**src/rtl/prog_read_pkg.sv**
```systemverilog
`timescale 1ns/1ps
package prog_read_pkg;

  localparam int ADDR_W    = 22;
  localparam int CMD_BITS  = 4;
  localparam int OPER_BITS = 16;
  localparam int XFER_BITS = CMD_BITS + OPER_BITS;

  // command codes, sent LSB first
  localparam logic [CMD_BITS-1:0] CMD_CORE     = 4'b0000;
  localparam logic [CMD_BITS-1:0] CMD_READ_INC = 4'b1001;

  // core instruction pieces used to steer the pointer
  localparam logic [7:0] OPC_LOAD_LIT = 8'h0E;
  localparam logic [7:0] OPC_STORE    = 8'h6E;
  localparam logic [7:0] PTR_TOP_REG  = 8'hF8;
  localparam logic [7:0] PTR_MID_REG  = 8'hF7;
  localparam logic [7:0] PTR_LOW_REG  = 8'hF6;

  // fall index (count before the edge) that ends a phase
  localparam logic [4:0] LAST_FALL     = 5'd19;
  localparam logic [4:0] PRE_TURN_FALL = 5'd11;

  typedef struct packed {
    logic loadWord;  // load next transfer word, clear fall count
    logic clkRun;    // let the link clock toggle
    logic oeOn;      // host drives the data line
    logic capture;   // shift returned bits in on falls
    logic turnRun;   // run the turnaround timer
  } seqStrobe_t;

  typedef enum logic [2:0] {
    ST_IDLE,
    ST_LOAD,
    ST_SHIFT,
    ST_TURN,
    ST_DATA,
    ST_DELIVER
  } seqState_t;

endpackage

```
**src/rtl/prog_read_dp.sv**
```systemverilog
`timescale 1ns/1ps
module prog_read_dp
  import prog_read_pkg::*;
#(
  parameter int HALF_PERIOD = 2,
  parameter int TURN_GAP    = 4
) (
  input  logic                 clk,
  input  logic                 rstN,
  input  seqStrobe_t           strb,
  input  logic [XFER_BITS-1:0] txWord,
  input  logic                 linkDataIn,
  output logic                 linkClk,
  output logic                 linkDataOut,
  output logic                 linkDataOe,
  output logic                 fallEv,
  output logic [4:0]           fallCnt,
  output logic                 turnDone,
  output logic [7:0]           rxByte
);

  localparam int HC_W = (HALF_PERIOD > 1) ? $clog2(HALF_PERIOD) : 1;
  localparam int TG_W = (TURN_GAP > 1) ? $clog2(TURN_GAP) : 1;

  logic toggle;
  logic riseEv;
  logic clkQ;
  logic dataQ;
  logic oeQ;
  logic [XFER_BITS-1:0] txSh;
  logic [4:0] fallQ;
  logic [7:0] rxSh;
  logic [TG_W-1:0] turnCnt;

  // link clock divider: the parameter picks a counter or a direct toggle
  generate
    if (HALF_PERIOD == 1) begin : g_fast
      assign toggle = strb.clkRun;
    end else begin : g_div
      logic [HC_W-1:0] halfCnt;
      always_ff @(posedge clk or negedge rstN) begin
        if (!rstN) halfCnt <= '0;
        else if (!strb.clkRun || toggle) halfCnt <= '0;
        else halfCnt <= halfCnt + 1'b1;
      end
      assign toggle = strb.clkRun && (halfCnt == HC_W'(HALF_PERIOD - 1));
    end
  endgenerate

  assign riseEv = toggle && !clkQ;
  assign fallEv = toggle && clkQ;

  always_ff @(posedge clk or negedge rstN) begin
    if (!rstN) clkQ <= 1'b0;
    else if (toggle) clkQ <= ~clkQ;
  end

  // transmit: new bit leaves on each rising edge
  always_ff @(posedge clk or negedge rstN) begin
    if (!rstN) begin
      txSh  <= '0;
      dataQ <= 1'b0;
    end else if (strb.loadWord) begin
      txSh <= txWord;
    end else if (riseEv) begin
      dataQ <= txSh[0];
      txSh  <= txSh >> 1;
    end
  end

  always_ff @(posedge clk or negedge rstN) begin
    if (!rstN) fallQ <= '0;
    else if (strb.loadWord) fallQ <= '0;
    else if (fallEv) fallQ <= fallQ + 5'd1;
  end

  // receive: LSB arrives first, so shift toward bit 0
  always_ff @(posedge clk or negedge rstN) begin
    if (!rstN) rxSh <= '0;
    else if (fallEv && strb.capture) rxSh <= {linkDataIn, rxSh[7:1]};
  end

  always_ff @(posedge clk or negedge rstN) begin
    if (!rstN) turnCnt <= '0;
    else if (!strb.turnRun) turnCnt <= '0;
    else if (!turnDone) turnCnt <= turnCnt + 1'b1;
  end
  assign turnDone = strb.turnRun && (turnCnt == TG_W'(TURN_GAP - 1));

  always_ff @(posedge clk or negedge rstN) begin
    if (!rstN) oeQ <= 1'b0;
    else oeQ <= strb.oeOn;
  end

  assign linkClk     = clkQ;
  assign linkDataOut = dataQ;
  assign linkDataOe  = oeQ;
  assign fallCnt     = fallQ;
  assign rxByte      = rxSh;

endmodule

```
**src/rtl/prog_read_ctrl.sv**
```systemverilog
`timescale 1ns/1ps
module prog_read_ctrl
  import prog_read_pkg::*;
#(
  parameter int CNT_W = 8
) (
  input  logic                 clk,
  input  logic                 rstN,
  input  logic                 reqValid,
  input  logic [ADDR_W-1:0]    reqAddr,
  input  logic [CNT_W-1:0]     reqCount,
  input  logic                 byteReady,
  input  logic                 fallEv,
  input  logic [4:0]           fallCnt,
  input  logic                 turnDone,
  output seqStrobe_t           strb,
  output logic [XFER_BITS-1:0] txWord,
  output logic                 busy,
  output logic                 byteValid
);

  localparam logic [2:0] READ_STEP = 3'd6;

  seqState_t state;
  logic [ADDR_W-1:0] addrQ;
  logic [CNT_W-1:0]  remainQ;
  logic [2:0]        stepQ;
  logic              isRead;
  logic [OPER_BITS-1:0] operand;
  logic [CMD_BITS-1:0]  cmd;

  assign isRead = (stepQ == READ_STEP);

  always_comb begin
    cmd = CMD_CORE;
    unique case (stepQ)
      3'd0:    operand = {OPC_LOAD_LIT, 2'b00, addrQ[21:16]};
      3'd1:    operand = {OPC_STORE, PTR_TOP_REG};
      3'd2:    operand = {OPC_LOAD_LIT, addrQ[15:8]};
      3'd3:    operand = {OPC_STORE, PTR_MID_REG};
      3'd4:    operand = {OPC_LOAD_LIT, addrQ[7:0]};
      3'd5:    operand = {OPC_STORE, PTR_LOW_REG};
      default: begin
        operand = '0;
        cmd     = CMD_READ_INC;
      end
    endcase
    txWord = {operand, cmd};
  end

  always_ff @(posedge clk or negedge rstN) begin
    if (!rstN) begin
      state   <= ST_IDLE;
      addrQ   <= '0;
      remainQ <= '0;
      stepQ   <= '0;
    end else begin
      unique case (state)
        ST_IDLE: if (reqValid && (reqCount != '0)) begin
          addrQ   <= reqAddr;
          remainQ <= reqCount;
          stepQ   <= '0;
          state   <= ST_LOAD;
        end
        ST_LOAD: state <= ST_SHIFT;
        ST_SHIFT: if (fallEv) begin
          if (isRead && fallCnt == PRE_TURN_FALL) begin
            state <= ST_TURN;
          end else if (!isRead && fallCnt == LAST_FALL) begin
            stepQ <= stepQ + 3'd1;
            state <= ST_LOAD;
          end
        end
        ST_TURN: if (turnDone) state <= ST_DATA;
        ST_DATA: if (fallEv && fallCnt == LAST_FALL) state <= ST_DELIVER;
        ST_DELIVER: if (byteReady) begin
          if (remainQ == CNT_W'(1)) begin
            state <= ST_IDLE;
          end else begin
            remainQ <= remainQ - 1'b1;
            state   <= ST_LOAD;
          end
        end
        default: state <= ST_IDLE;
      endcase
    end
  end

  always_comb begin
    strb.loadWord = (state == ST_LOAD);
    strb.clkRun   = (state == ST_SHIFT) || (state == ST_DATA);
    strb.oeOn     = (state == ST_LOAD) || (state == ST_SHIFT);
    strb.capture  = (state == ST_DATA);
    strb.turnRun  = (state == ST_TURN);
  end

  assign busy      = (state != ST_IDLE);
  assign byteValid = (state == ST_DELIVER);

endmodule

```
**src/rtl/prog_read_host.sv**
```systemverilog
`timescale 1ns/1ps
module prog_read_host
  import prog_read_pkg::*;
#(
  parameter int HALF_PERIOD = 2,
  parameter int TURN_GAP    = 4,
  parameter int CNT_W       = 8
) (
  input  logic             clk,
  input  logic             rstN,
  input  logic             reqValid,
  input  logic [21:0]      reqAddr,
  input  logic [CNT_W-1:0] reqCount,
  output logic             busy,
  output logic             byteValid,
  input  logic             byteReady,
  output logic [7:0]       byteData,
  output logic             linkClk,
  output logic             linkDataOut,
  output logic             linkDataOe,
  input  logic             linkDataIn
);

  seqStrobe_t           strb;
  logic [XFER_BITS-1:0] txWord;
  logic                 fallEv;
  logic [4:0]           fallCnt;
  logic                 turnDone;

  prog_read_ctrl #(.CNT_W(CNT_W)) u_ctrl (
    .clk(clk), .rstN(rstN),
    .reqValid(reqValid), .reqAddr(reqAddr), .reqCount(reqCount),
    .byteReady(byteReady),
    .fallEv(fallEv), .fallCnt(fallCnt), .turnDone(turnDone),
    .strb(strb), .txWord(txWord),
    .busy(busy), .byteValid(byteValid)
  );

  prog_read_dp #(.HALF_PERIOD(HALF_PERIOD), .TURN_GAP(TURN_GAP)) u_dp (
    .clk(clk), .rstN(rstN),
    .strb(strb), .txWord(txWord), .linkDataIn(linkDataIn),
    .linkClk(linkClk), .linkDataOut(linkDataOut), .linkDataOe(linkDataOe),
    .fallEv(fallEv), .fallCnt(fallCnt), .turnDone(turnDone),
    .rxByte(byteData)
  );

endmodule

```
**config.mk**
```make
export PLATFORM = sky130hd
export DESIGN_NAME = prog_read_host
export DESIGN_NICKNAME = d
export VERILOG_FILES = /design/src/rtl/prog_read_pkg.sv /design/src/rtl/prog_read_dp.sv /design/src/rtl/prog_read_ctrl.sv /design/src/rtl/prog_read_host.sv
export SDC_FILE = /design/constraint.sdc
export NUM_CORES = 1
export LEC_CHECK = 0
export ABC_AREA = 1
export BUFFER_PORTS_ARGS = -buffer_cell sky130_fd_sc_hd__buf_2
export CELL_PAD_IN_SITES_DETAIL_PLACEMENT = 0
export CELL_PAD_IN_SITES_GLOBAL_PLACEMENT = 1
export CORE_MARGIN = 5
export CORE_UTILIZATION = 40
export CTS_BUF_LIST = sky130_fd_sc_hd__clkbuf_8
export DETAILED_ROUTE_END_ITERATION = 10
export GPL_TIMING_DRIVEN = 0
export PLACE_DENSITY_LB_ADDON = 0.1
export SYNTH_ARGS = -nofsm -noshare
export SYNTH_HDL_FRONTEND = slang
export SYNTH_HIERARCHICAL = 1
export SYNTH_SLANG_ARGS = --single-unit
```
**constraint.sdc**
```tcl
create_clock -name clk -period 2 [get_ports clk]
set_input_delay 0.1 -clock clk [delete_from_list [all_inputs] [get_ports clk]]
set_output_delay 0.1 -clock clk [all_outputs]
set_load 0.005 [all_outputs]
```
# After elaboration in Yosys (flattened, before gate mapping)

Index checks and enable logic that the tools add are counted.

Bitwise gates (word level): 2
Multiplexer cells: 27
Shift operators: 0
$mul: 0
Eq/ne operators: 25
Add/sub/neg operators: 5
Div/mod/pow operators: 0
Reduce and logical (&&, ||, !) cells: 29
Order comparisons: 0

Operators with widths:

| operator                                                                 | count |
|---|---|
| 15-bit case mux with 6 select lines                                      | 1 |
| 20-bit 2-to-1 mux                                                        | 2 |
| 3-bit 2-to-1 mux                                                         | 11 |
| 8-bit 2-to-1 mux                                                         | 3 |
| 3-bit case mux with 6 select lines                                       | 1 |
| 8-bit case mux with 2 select lines                                       | 1 |
| 3-bit equality test (second input constant)                              | 5 |
| 3-bit by 2-bit equality test with 1-bit output (second input constant)   | 4 |
| 5-bit 2-to-1 mux                                                         | 2 |
| 2-bit inequality test (second input constant)                            | 5 |
| 1-bit logical AND                                                        | 9 |
| 8-bit by 1-bit equality test with 1-bit output (second input constant)   | 1 |
| 2-bit by 1-bit inequality test with 1-bit output (second input constant) | 4 |
| 2-bit nonzero test                                                       | 4 |
| 8-bit nonzero test                                                       | 1 |
| 8-bit by 1-bit subtractor with 8-bit output (second input constant)      | 1 |
| 3-bit by 1-bit equality test with 1-bit output (second input constant)   | 2 |
| 3-bit zero test                                                          | 2 |
| 3-bit case mux with 2 select lines                                       | 1 |
| 6-bit AND reduction                                                      | 1 |
| 6-bit OR reduction                                                       | 1 |
| 5-bit by 1-bit adder with 5-bit output (second input constant)           | 1 |
| 5-bit by 4-bit equality test with 1-bit output (second input constant)   | 1 |
| 5-bit equality test (second input constant)                              | 1 |
| 15 further kinds                                                         | 23 |

Output and inout port bits: 13
Memories: 0
Logic and storage cells: 100
Memory bits (writable): 0
Bits in latches: 0
Bits in registers: 75
ROM bits: 0
Bits of input ports: 35

# Longest topological paths before layout

Gate-level depths: netlist of the first run.

Depth after elaboration: 7
Mapped depth: 14
Mapped depth without buffers: 13

# Hierarchy

The synthesis of the first run kept the hierarchy.

By module, submodules not included:

| module         | times used | cells each | area an instance (sq um) |
|---|---|---|---|
| prog_read_ctrl | 1          | 326        | 2371.0 |
| prog_read_dp   | 1          | 203        | 1699.1 |

# Worst setup path after synthesis of the first run

Ideal clock, no wire load.

Kind: register -> register
Start point: register u_ctrl.state[2]
End point: register u_ctrl.stepQ[0]
Slack: -0.057 ns
Path buffers: 1
Period minus slack after synthesis: 2.057 ns
Data arrival time: 1.931 ns
Library setup time: 0.127 ns
Cell stages (with the launch flop): 13
Cell sequence: dfrtp_1 inv_1 nor3_1 inv_1 nand2_1 nand3_1 inv_2 buf_8 inv_1 a211oi_1 nand3_1 nand2_1 o21ai_0

RTL lines:

| element                | RTL line             | text |
|---|---|---|
| start, declared        | prog_read_ctrl.sv:24 | `seqState_t state;` |
| start signal, assigned | prog_read_ctrl.sv:53 | `state <= ST_IDLE;` |
| start signal, assigned | prog_read_ctrl.sv:63 | `state <= ST_LOAD;` |
| start signal, assigned | prog_read_ctrl.sv:65 | `ST_LOAD: state <= ST_SHIFT;` |
| end signal, assigned   | prog_read_ctrl.sv:70 | `stepQ <= stepQ + 3'd1;` |
| end, declared          | prog_read_ctrl.sv:27 | `logic [2:0] stepQ;` |

==> results of run 1 <==
## routing by layer
layer,vias to the layer above,GRT usage [%]
li1,1862,-
met1,1686,21.5
met2,57,28.9
met3,16,4.20
met4,0,6.40
met5,-,0
## area by class of cell
cell class	instances	area [um^2]
fill	966	4690
sequential	75	1880
multi-input combinational	372	1870
timing repair buffer	90	633
inverter	63	244
buffer	22	173
tap	133	166
clock buffer	9	124
clock inverter	7	76.3
## worst paths after layout
path,from,to,slack (ns),depth (start not counted)
min in group asynchronous,rstN,u_dp/txSh[19],0.24,2
worst min register to register,u_dp/rxByte[0],u_dp/rxByte[0],0.48,2
worst max-delay path,u_ctrl/state[2],u_ctrl/state[2],0.17,11
worst max register to register,u_ctrl/state[2],u_ctrl/state[2],0.17,11
max in group asynchronous,rstN,u_ctrl/addrQ[18],1.17,3
worst min-delay path,byteReady,u_ctrl/state[0],0.03,3
## worst max-delay path, cell delays in order, from the launching register on
cell,delay (ns)
sky130_fd_sc_hd__dfrtp_2,0.42
sky130_fd_sc_hd__buf_4,0.15
sky130_fd_sc_hd__buf_4,0.16
sky130_fd_sc_hd__nor3_4,0.19
sky130_fd_sc_hd__nand2_1,0.07
sky130_fd_sc_hd__inv_1,0.10
sky130_fd_sc_hd__inv_1,0.06
sky130_fd_sc_hd__nand4_1,0.12
sky130_fd_sc_hd__nand3_2,0.09
sky130_fd_sc_hd__a21oi_1,0.21
sky130_fd_sc_hd__nand3_1,0.11
sky130_fd_sc_hd__nand2_1,0.08
## cells by family after synthesis
family	Yosys count
compound gates	54
xor+xnor	2
fa+ha+maj	9
buf+inv	86
flops	75
other cells	1
simple gates	302
## flip-flops by register name, indices dropped and copies added, names as in the netlist, 2 cells and up
name / cells
u_dp/txSh: 20
u_ctrl/state: 3
u_dp/rxByte: 8
u_dp/fallCnt: 5
u_ctrl/stepQ: 3
u_dp/turnCnt: 2
u_ctrl/addrQ: 22
u_ctrl/remainQ: 8
## cell usage after synthesis
cell type                     n  area [um^2]
sky130_fd_sc_hd__o21ai_0     15         75.1
sky130_fd_sc_hd__buf_4        9         67.6
sky130_fd_sc_hd__or2_1        1         6.26
sky130_fd_sc_hd__inv_1       59          221
sky130_fd_sc_hd__a211oi_1     1         7.51
sky130_fd_sc_hd__o2111ai_1    1         8.76
sky130_fd_sc_hd__a21oi_1      8         40.0
sky130_fd_sc_hd__or2_0        1         6.26
sky130_fd_sc_hd__ha_1         9          113
sky130_fd_sc_hd__o21ai_2     20          175
sky130_fd_sc_hd__or2_2        1         6.26
sky130_fd_sc_hd__inv_2        4         15.0
sky130_fd_sc_hd__o21a_1       2         15.0
sky130_fd_sc_hd__buf_8        1         15.0
sky130_fd_sc_hd__dfrtp_1     75         1880
sky130_fd_sc_hd__o21ai_1      4         20.0
sky130_fd_sc_hd__nor3_2       1         10.0
sky130_fd_sc_hd__conb_1       1         3.75
sky130_fd_sc_hd__nor3_1       3         15.0
sky130_fd_sc_hd__o21bai_1     3         22.5
sky130_fd_sc_hd__buf_2        5         25.0
sky130_fd_sc_hd__nor2_4       2         22.5
sky130_fd_sc_hd__nand4_1     12         75.1
sky130_fd_sc_hd__nand3_1     46          230
sky130_fd_sc_hd__nor2_1      27          101
sky130_fd_sc_hd__xnor2_1      2         17.5
sky130_fd_sc_hd__clkbuf_1     2         7.51
sky130_fd_sc_hd__nand3b_1     1         7.51
sky130_fd_sc_hd__nand2_1    204          766
sky130_fd_sc_hd__nand3_2      3         30.0
sky130_fd_sc_hd__buf_6        6         67.6
## cells in the final DEF (no fill, tap or decap), types with 3 or more instances in the layout
| cell | n |
|---|---|
| sky130_fd_sc_hd__ha_1 | 9 |
| sky130_fd_sc_hd__dfrtp_2 | 3 |
| sky130_fd_sc_hd__nand3_2 | 6 |
| sky130_fd_sc_hd__buf_4 | 28 |
| sky130_fd_sc_hd__a21oi_1 | 8 |
| sky130_fd_sc_hd__o21bai_1 | 3 |
| sky130_fd_sc_hd__o21ai_1 | 5 |
| sky130_fd_sc_hd__o21ai_0 | 14 |
| sky130_fd_sc_hd__inv_1 | 54 |
| sky130_fd_sc_hd__conb_1 | 5 |
| sky130_fd_sc_hd__nand4_1 | 12 |
| sky130_fd_sc_hd__inv_2 | 8 |
| sky130_fd_sc_hd__buf_2 | 50 |
| sky130_fd_sc_hd__buf_6 | 6 |
| sky130_fd_sc_hd__nand2_1 | 202 |
| sky130_fd_sc_hd__nor2_4 | 3 |
| sky130_fd_sc_hd__clkbuf_8 | 9 |
| sky130_fd_sc_hd__dlygate4sd3_1 | 24 |
| sky130_fd_sc_hd__nor3_4 | 3 |
| sky130_fd_sc_hd__dfrtp_1 | 72 |
| sky130_fd_sc_hd__nand3_1 | 42 |
| sky130_fd_sc_hd__nor2_1 | 26 |
| sky130_fd_sc_hd__o21ai_2 | 20 |
## through the flow
step | instance area [um^2] | setup TNS [ns] | utilization [%] | setup WS [ns] | instances
2_1_floorplan | 4100 | 0 | - | 0.0283 | 533
3_3_place_gp | 4500 | -3.85 | 45.6 | -0.524 | 713
3_5_place_dp | 4520 | -3.47 | 45.8 | -0.553 | 714
4_1_cts | 5070 | -0.000496 | 51.4 | -0.000496 | 763
5_1_grt | 5170 | -0.0460 | 52.4 | -0.0392 | 771
6_report | 5170 | 0 | 52.4 | 0.172 | 771
## power by group
group	switching, mW	internal, mW	total (mW)
Sequential	0.420	2.11	2.53
Clock	0.623	0.584	1.21
Combinational	1.93	1.30	3.23
Total	2.97	3.99	6.96
## repair_timing
action	in CTS	in global routing
setup buffers	9	9
resized for setup	14	17
endpoints found under the hold margin	59	0
pin swaps	5	8
setup endpoints to repair	25	19
hold buffers	24	0
==> flow_summary.ini, run 1 <==
[outcome]
status = finished clean

[clocking]
clock_sink_count = 75
clock_tree.htree_level_count = 3
clockBufferDepth = 2
clock_tree_from_tritoncts = yes
total_clock_buffers_created_by_cts = 9
clk_transition_reported_paths_ns = 0.07
clock_insertion_delay_worst_skew_ns = 0.37
cts_root_buf = sky130_fd_sc_hd__clkbuf_8

[yosys]
synth_cell_types = 31
synth.mux.area_fraction_pct = 0
synth_cells = 529
mean_instance_size_in_the_synthesized_netlist_um2 = 7.69
flops_latches_synth = 75
main_combinational_cell_family_by_area_after_synthesis = simple AND/OR/NAND/NOR gates
yosysWarningCount = 6
post_synth_and_or_nand_nor_area_fraction_pct = 31.4
synth-xor-area-share_pct = 0.430
synth-adder-area-share_pct = 2.77
synth_seq_area_share_pct = 46.1
syn-cell-area_mm2 = 0.00407
synth_compound_gate_area_share_pct = 8.95

[drt]
drt-initial-drc-count = 205
wl_per_cell_um = 13.1
antenna_violating_nets_post_route = 0
drt_wl_total_mm = 10.1
total_met2_wirelength_after_detailed_routing_mm = 4.97
drc = 0
viasPerCell = 4.70
met1Wirelength_mm = 4.65
first_pass_iters = 4
amount_of_wire_on_met3_after_detailed_routing_um = 321
route.top_layer_used = met4
num_vias = 3621

[timing]
layout_min_cycle_time_ns = 1.83
relSlewSlack_pct = 65.6
finalSetupViolations = 0
finalClockSkew_ns = 0.0135
timing_max_transition_violations_final = 0
timing.fmax_ghz = 0.547
fin_hold_ws_ns = 0.0324
timing_worst_slew_pin_value_ns = 0.516
final_min_period_over_clock_period_pct = 91.4
finalHoldViolations = 0

[min_path]
hold_path.class = in -> reg

[power_and_ir_drop]
power_mw = 6.96
leakagePower_nw = 2.74
power.density_mw_per_mm2 = 1350
vdd_drop_max_uv = 632

[global_route]
grt_antenna_before_repair = 0
grt_max_degree = 40
grt_use_total_pct = 17.2
grt_first_pass_wirelength_mm = 17.3
grt_pass1_vias = 3647
gr-total-overflow = 0

[placement]
portBuffers = 47
gp_congestion = 0.816
place_hpwl_mm = 7.05

[worst_setup_path]
cp-end-kind = flop
cp.arrival_ns = 2.12
critical_path.startpoint_type = flop
timing.setup.critical_path_class = reg -> reg
worstPathRequired_ns = 2.30
crit_fanout = 5

[flow_run]
max-cap-violations = 0

[floorplanning]
starting_density_of_the_core_pct = 41.3
dieWidth_um = 111
fp.dieArea_mm2 = 0.0123
dieHeight_um = 111
core_mm2 = 0.00986
core.rowCount = 36
boundaryPins = 48

[cells_and_area]
areaGrowthSynthToFinish_pct = 27.0
post_route_cells_drive_above_1_share_pct = 24.1
num_antenna_cells = 0
nNetsFinal = 677
(Power assumes the default switching activity.)
==> run 2: changes to the inputs <==
--- a/config.mk
+++ b/config.mk
@@ -10,7 +10,7 @@
 export CELL_PAD_IN_SITES_DETAIL_PLACEMENT = 0
 export CELL_PAD_IN_SITES_GLOBAL_PLACEMENT = 1
 export CORE_MARGIN = 5
-export CORE_UTILIZATION = 40
+export CORE_UTILIZATION = 30
 export CTS_BUF_LIST = sky130_fd_sc_hd__clkbuf_8
 export DETAILED_ROUTE_END_ITERATION = 10
 export GPL_TIMING_DRIVEN = 0
==> run 2 against run 1 <==
Combinational power fell by 1%. Final cell count up 5.2%. Largest cell class unchanged. Core utilization down 13 points. Flip-flop and latch count unchanged.
==> flow_summary.ini, run 2 (same netlist as run 1, synthesis figures left out) <==
[floorplanning]
starting_density_of_the_core_pct = 30.6
fp.dieArea_mm2 = 0.0160
core.rowCount = 42
dieWidth_um = 126
boundaryPins = 48
core_mm2 = 0.0133
dieHeight_um = 126

[clocking]
clockBufferDepth = 2
clock_tree.htree_level_count = 3
clock_tree_from_tritoncts = yes
cts_root_buf = sky130_fd_sc_hd__clkbuf_8
clock_sink_count = 75
clock_insertion_delay_worst_skew_ns = 0.36
total_clock_buffers_created_by_cts = 9
clk_transition_reported_paths_ns = 0.07

[worst_setup_path]
critical_path.top_delay_family = buffers and inverters
ff2ff_setup_slack_ns = 0.13
critical-path-slowest-cell = sky130_fd_sc_hd__dfrtp_2
timing.setup.critical_path_class = reg -> reg
cp.arrival_ns = 2.14
path_depth = 7
path_cells = buf_4 > buf_4 > nor3_1 > buf_2 > buf_2 > a21oi_1 > o21ai_0
crit_path_max_incr_delay_ns = 0.45
worstPathRequired_ns = 2.27
ff2ff_path_depth = 7
path_buf_inv = 4
cp-end-kind = flop
crit_fanout = 10
critical_path.startpoint_type = flop

[timing]
grt_setup_unrepaired = false
layout_min_cycle_time_ns = 1.87
finalHoldViolations = 0
timing_max_transition_violations_final = 0
final_min_period_over_clock_period_pct = 93.4
finalSetupViolations = 0
timing.fmax_ghz = 0.535
finalClockSkew_ns = 0.00695

[placement]
placed_cells = 757
portBuffers = 47
place_hpwl_mm = 7.44
gp_congestion = 0.783

[global_route]
grt_first_pass_wirelength_mm = 17.7
grt_use_total_pct = 13.7
grt_pass1_vias = 3578
grt_max_degree = 66
gr-total-overflow = 0
grt_antenna_before_repair = 0

[cells_and_area]
layout.cells.most_common = sky130_fd_sc_hd__nand2_1
post_layout_nonfiller_instances = 811
post_route_cells_drive_above_1_share_pct = 23.1
largest_reg_flops = 22
nNetsFinal = 674
num_antenna_cells = 0
largestRegisters = u_ctrl/addrQ (22), u_dp/txSh (20)
areaGrowthSynthToFinish_pct = 27.4
mostFrequentLayoutCells = 203 x sky130_fd_sc_hd__nand2_1, 72 x sky130_fd_sc_hd__dfrtp_1, 55 x sky130_fd_sc_hd__inv_1
finalCoreUtilization_pct = 39.0
largest_register = u_ctrl/addrQ

[power_and_ir_drop]
power.density_mw_per_mm2 = 1320
vdd_drop_max_uv = 450
leakagePower_nw = 2.71

[min_path]
min_delay_path_depth = 3
hold_path.class = in -> reg

[drt]
viasPerCell = 4.43
first_pass_iters = 5
wl_per_cell_um = 12.7
drt_wl_total_mm = 10.3
drc = 0
antenna_violating_nets_post_route = 0
drt-initial-drc-count = 204
num_vias = 3589

[flow_run]
max-cap-violations = 0

[outcome]
status = finished clean
run 2: changes by cell type in the layout (fill, tap and decap cells not counted), sizes merged:
cell    change
buf         -2
bufinv      -1
clkinv      +1
clkbuf      +1
inv         -2
run 2: area by class of cell:
| cell class | count | area (um^2) |
|---|---|---|
| multi-input combinational | 372 | 1860 |
| fill | 1379 | 8110 |
| buffer | 22 | 170 |
| clock buffer | 11 | 151 |
| clock inverter | 5 | 37.5 |
| tap | 176 | 220 |
| timing repair buffer | 87 | 626 |
| inverter | 63 | 239 |
| sequential | 75 | 1880 |
run 2: tightest hold or removal path: cells and delay by family:
kind	cells	cell delay, ns
compound gates	1	0.12
buf+inv	1	0.09
simple gates	1	0.05
run 2: metrics by stage:
stage	total power [mW]	area (um^2)	setup TNS (ns)	hold slack [ns]	setup slack [ns]
2_1_floorplan	4.64	4100	0	-0.196	0.0283
3_3_place_gp	5.44	4550	-5.25	0.336	-0.576
3_5_place_dp	5.49	4580	-5.01	-0.0421	-0.594
4_1_cts	6.82	5110	-0.00324	0.000446	-0.00324
5_1_grt	7.51	5180	0	0.0410	0.00112
6_report	6.84	5180	0	0.0373	0.131
run 2: what timing repair did:
| item | CTS | global route |
|---|---|---|
| endpoints found under the setup margin | 30 | 7 |
| hold buffers | 24 | 0 |
| setup buffers | 7 | 8 |
| endpoints found under the hold margin | 98 | 0 |
| cloned | 0 | 0 |
| resized for setup | 14 | 12 |
| pin swaps | 4 | 7 |
run 2: routing by layer:
metal / track usage, % / part of all wire, % / vias to the layer above
met1: 18.1 / 47 / 1637
li1: - / - / 1865
met5: 0 / 0 / -
met3: 2.52 / 3.1 / 16
met4: 6.62 / 2.5 / 0
met2: 21.8 / 48 / 71
run 2: worst paths after layout:
kind,startpoint,end
worst max register to register,u_ctrl/state[2],u_dp/txSh[9]
worst min register to register,u_ctrl/remainQ[1],u_ctrl/remainQ[1]
worst min-delay path,byteReady,u_ctrl/state[0]
worst max-delay path,u_ctrl/state[2],u_dp/txSh[9]
max in group asynchronous,rstN,u_ctrl/state[0]
min in group asynchronous,rstN,u_dp/rxByte[5]
run 2: power by group:
part           switching (mW)  leakage (nW)  total (mW)  internal, mW
sequential              0.437         0.957        2.55          2.11
combinational            1.91          1.66        3.19          1.28
clock                   0.581        0.0915        1.10         0.520
total                    2.93          2.71        6.84          3.91
==> run 3: changes to the inputs <==
--- a/config.mk
+++ b/config.mk
@@ -13,8 +13,8 @@
 export CORE_UTILIZATION = 30
 export CTS_BUF_LIST = sky130_fd_sc_hd__clkbuf_8
 export DETAILED_ROUTE_END_ITERATION = 10
-export GPL_TIMING_DRIVEN = 0
 export PLACE_DENSITY_LB_ADDON = 0.1
+export RECOVER_POWER = 100
 export SYNTH_ARGS = -nofsm -noshare
 export SYNTH_HDL_FRONTEND = slang
 export SYNTH_HIERARCHICAL = 1
==> run 3 against run 2 <==
Routed wire length fell by 0.78%. Core utilization down 2.1 points. Flip-flop and latch count stayed put. Largest power group unchanged. Register-to-register slack is essentially flat. Critical path type unchanged.
==> flow_summary.ini, run 3 (same netlist as run 1, synthesis figures left out) <==
[clocking]
postCtsSetupRepairBufs = 0
clock_tree.htree_level_count = 3
clk_transition_reported_paths_ns = 0.08
cts_root_buf = sky130_fd_sc_hd__clkbuf_8
clockBufferDepth = 2
clock_tree_from_tritoncts = yes
clock_sink_count = 75
total_clock_buffers_created_by_cts = 9
clock_insertion_delay_worst_skew_ns = 0.36

[drt]
wl_per_cell_um = 12.9
drc = 0
num_vias = 3478
antenna_violating_nets_post_route = 0
drt-initial-drc-count = 195
drt_wl_total_mm = 10.2
viasPerCell = 4.39
first_pass_iters = 4

[power_and_ir_drop]
leakagePower_nw = 2.58
p_int_mw = 3.89
net-switching-power_mw = 2.69
vdd_drop_max_uv = 521
power_mw = 6.58
pwr-share-clk_pct = 20.6
power.sequential.fraction_pct = 38.3
power.share.combinational_pct = 41.1
switching_share_pct = 40.9
power.density_mw_per_mm2 = 1340

[floorplanning]
core.rowCount = 42
dieWidth_um = 126
core_mm2 = 0.0133
dieHeight_um = 126
starting_density_of_the_core_pct = 30.6
boundaryPins = 48
fp.dieArea_mm2 = 0.0160

[placement]
dpl_cell_area_mm2 = 0.00455
place_hpwl_mm = 7.51
portBuffers = 47
gp_congestion = 0.793
placed_cells = 752

[worst_setup_path]
worstPathRequired_ns = 2.25
cp.arrival_ns = 2.12
crit_fanout = 6
cp-end-kind = flop
path_buf_inv = 4
timing.setup.critical_path_class = reg -> reg
critical_path.startpoint_type = flop
cp_common_cell = sky130_fd_sc_hd__inv_1
path_cells = inv_2 > nor3_4 > inv_1 > nand2_1 > nand3_1 > inv_1 > inv_1 > a211oi_1 > nand3_1 > nand2_1 > o21ai_0
critical-path-slowest-cell = sky130_fd_sc_hd__dfrtp_2
crit_path_max_incr_delay_ns = 0.42
critical_path.top_delay_family = simple AND/OR/NAND/NOR gates
ff2ff_path_depth = 11
path_depth = 11

[timing]
timing_max_transition_violations_final = 0
finalSetupViolations = 0
timing.fmax_ghz = 0.533
final_min_period_over_clock_period_pct = 93.8
finalHoldViolations = 0
finalClockSkew_ns = 0.00801
layout_min_cycle_time_ns = 1.88
fin_hold_ws_ns = 0.0452
relSlewSlack_pct = 46.1
timing_worst_slew_pin_value_ns = 0.809

[min_path]
min_delay_path_depth = 5
hold_path.class = in -> reg

[global_route]
grt_antenna_before_repair = 0
grt_max_degree = 45
grt_use_total_pct = 13.4
grt_pass1_vias = 3391
gr-total-overflow = 0
grt_first_pass_wirelength_mm = 17.4

[cells_and_area]
post-route-cell-area_mm2 = 0.00490
mostFrequentLayoutCells = 204 x sky130_fd_sc_hd__nand2_1, 73 x sky130_fd_sc_hd__dfrtp_1, 62 x sky130_fd_sc_hd__inv_1
post_layout_nonfiller_instances = 792
finalCoreUtilization_pct = 36.9
nNetsFinal = 655
post_route_cells_drive_above_1_share_pct = 14.6
num_antenna_cells = 0
largest_reg_flops = 22
layout.cells.most_common = sky130_fd_sc_hd__nand2_1
largestRegisters = u_ctrl/addrQ (22), u_dp/txSh (20)
largest_register = u_ctrl/addrQ
areaGrowthSynthToFinish_pct = 20.4

[outcome]
status = finished clean

[flow_run]
max-cap-violations = 0
-- run 3: cell count changes in the layout (fill, tap and decap cells not counted), sizes merged --
| cell | change |
|---|---|
| inv | +1 |
| buf | -26 |
| clkbuf | +7 |
| clkinv | -2 |
| clkinvlp | -1 |
| bufinv | +2 |
-- run 3: worst reg2reg max path, delay by kind of cell (launching register included) --
kind / cells / cell delay (ns)
AND/OR/NAND/NOR: 5 / 0.64
flip-flops: 1 / 0.42
buffers and inverters: 4 / 0.37
AO/OA/AOI/OAI: 2 / 0.34
-- run 3: final timing paths --
check / from / end / slack [ns]
hold / removal: reqCount[3] / u_ctrl/remainQ[3] / 0.05
setup reg to reg: u_ctrl/state[1] / u_ctrl/stepQ[0] / 0.12
hold reg to reg: u_dp/txSh[19] / u_dp/txSh[19] / 0.48
min in group asynchronous: rstN / u_ctrl/addrQ[5] / 0.32
setup / recovery: u_ctrl/state[1] / u_ctrl/stepQ[0] / 0.12
max in group asynchronous: rstN / u_dp/turnCnt[0] / 0.42
-- run 3: per-stage QoR --
step	TNS [ns]	worst slack, ns
after floorplan	0	0.0283
after global placement	0	0.178
after detailed placement	0	0.101
after CTS	0	0.106
after global routing	-0.0193	-0.00772
final	0	0.124
-- run 3: final cells by class --
type / count / area, um^2
multi-input cells: 372 / 1730
well taps: 176 / 220
inverters: 63 / 236
repair buffers: 90 / 609
clock inverters: 5 / 76.3
flip-flops and latches: 75 / 1880
clock buffers: 11 / 151
fillers: 1446 / 8390
-- run 3: routing by layer --
layer / part of all wire [%] / track usage, % / routed length, um
met1: 48 / 18.2 / 4900
met5: 0 / 0 / 0
met4: 1.7 / 5.49 / 172
met3: 3.1 / 2.48 / 320
met2: 47 / 21.2 / 4820
-- run 3: timing repair --
item	4_1_cts	5_1_grt
gates resized for setup	0	3
endpoints found under the setup margin	0	12
endpoints found under the hold margin	49	0
hold buffers	24	0
-- run 3: power by group through the flow --
stage | Sequential (mW) | Clock, mW | Combinational (mW)
6_report | 2.52 | 1.36 | 2.70
5_1_grt | 2.61 | 1.49 | 3.16
4_1_cts | 2.53 | 1.42 | 2.95
3_5_place_dp | 2.55 | 0 | 2.90
3_3_place_gp | 2.55 | 0 | 2.86
2_1_floorplan | 2.44 | 0 | 2.19
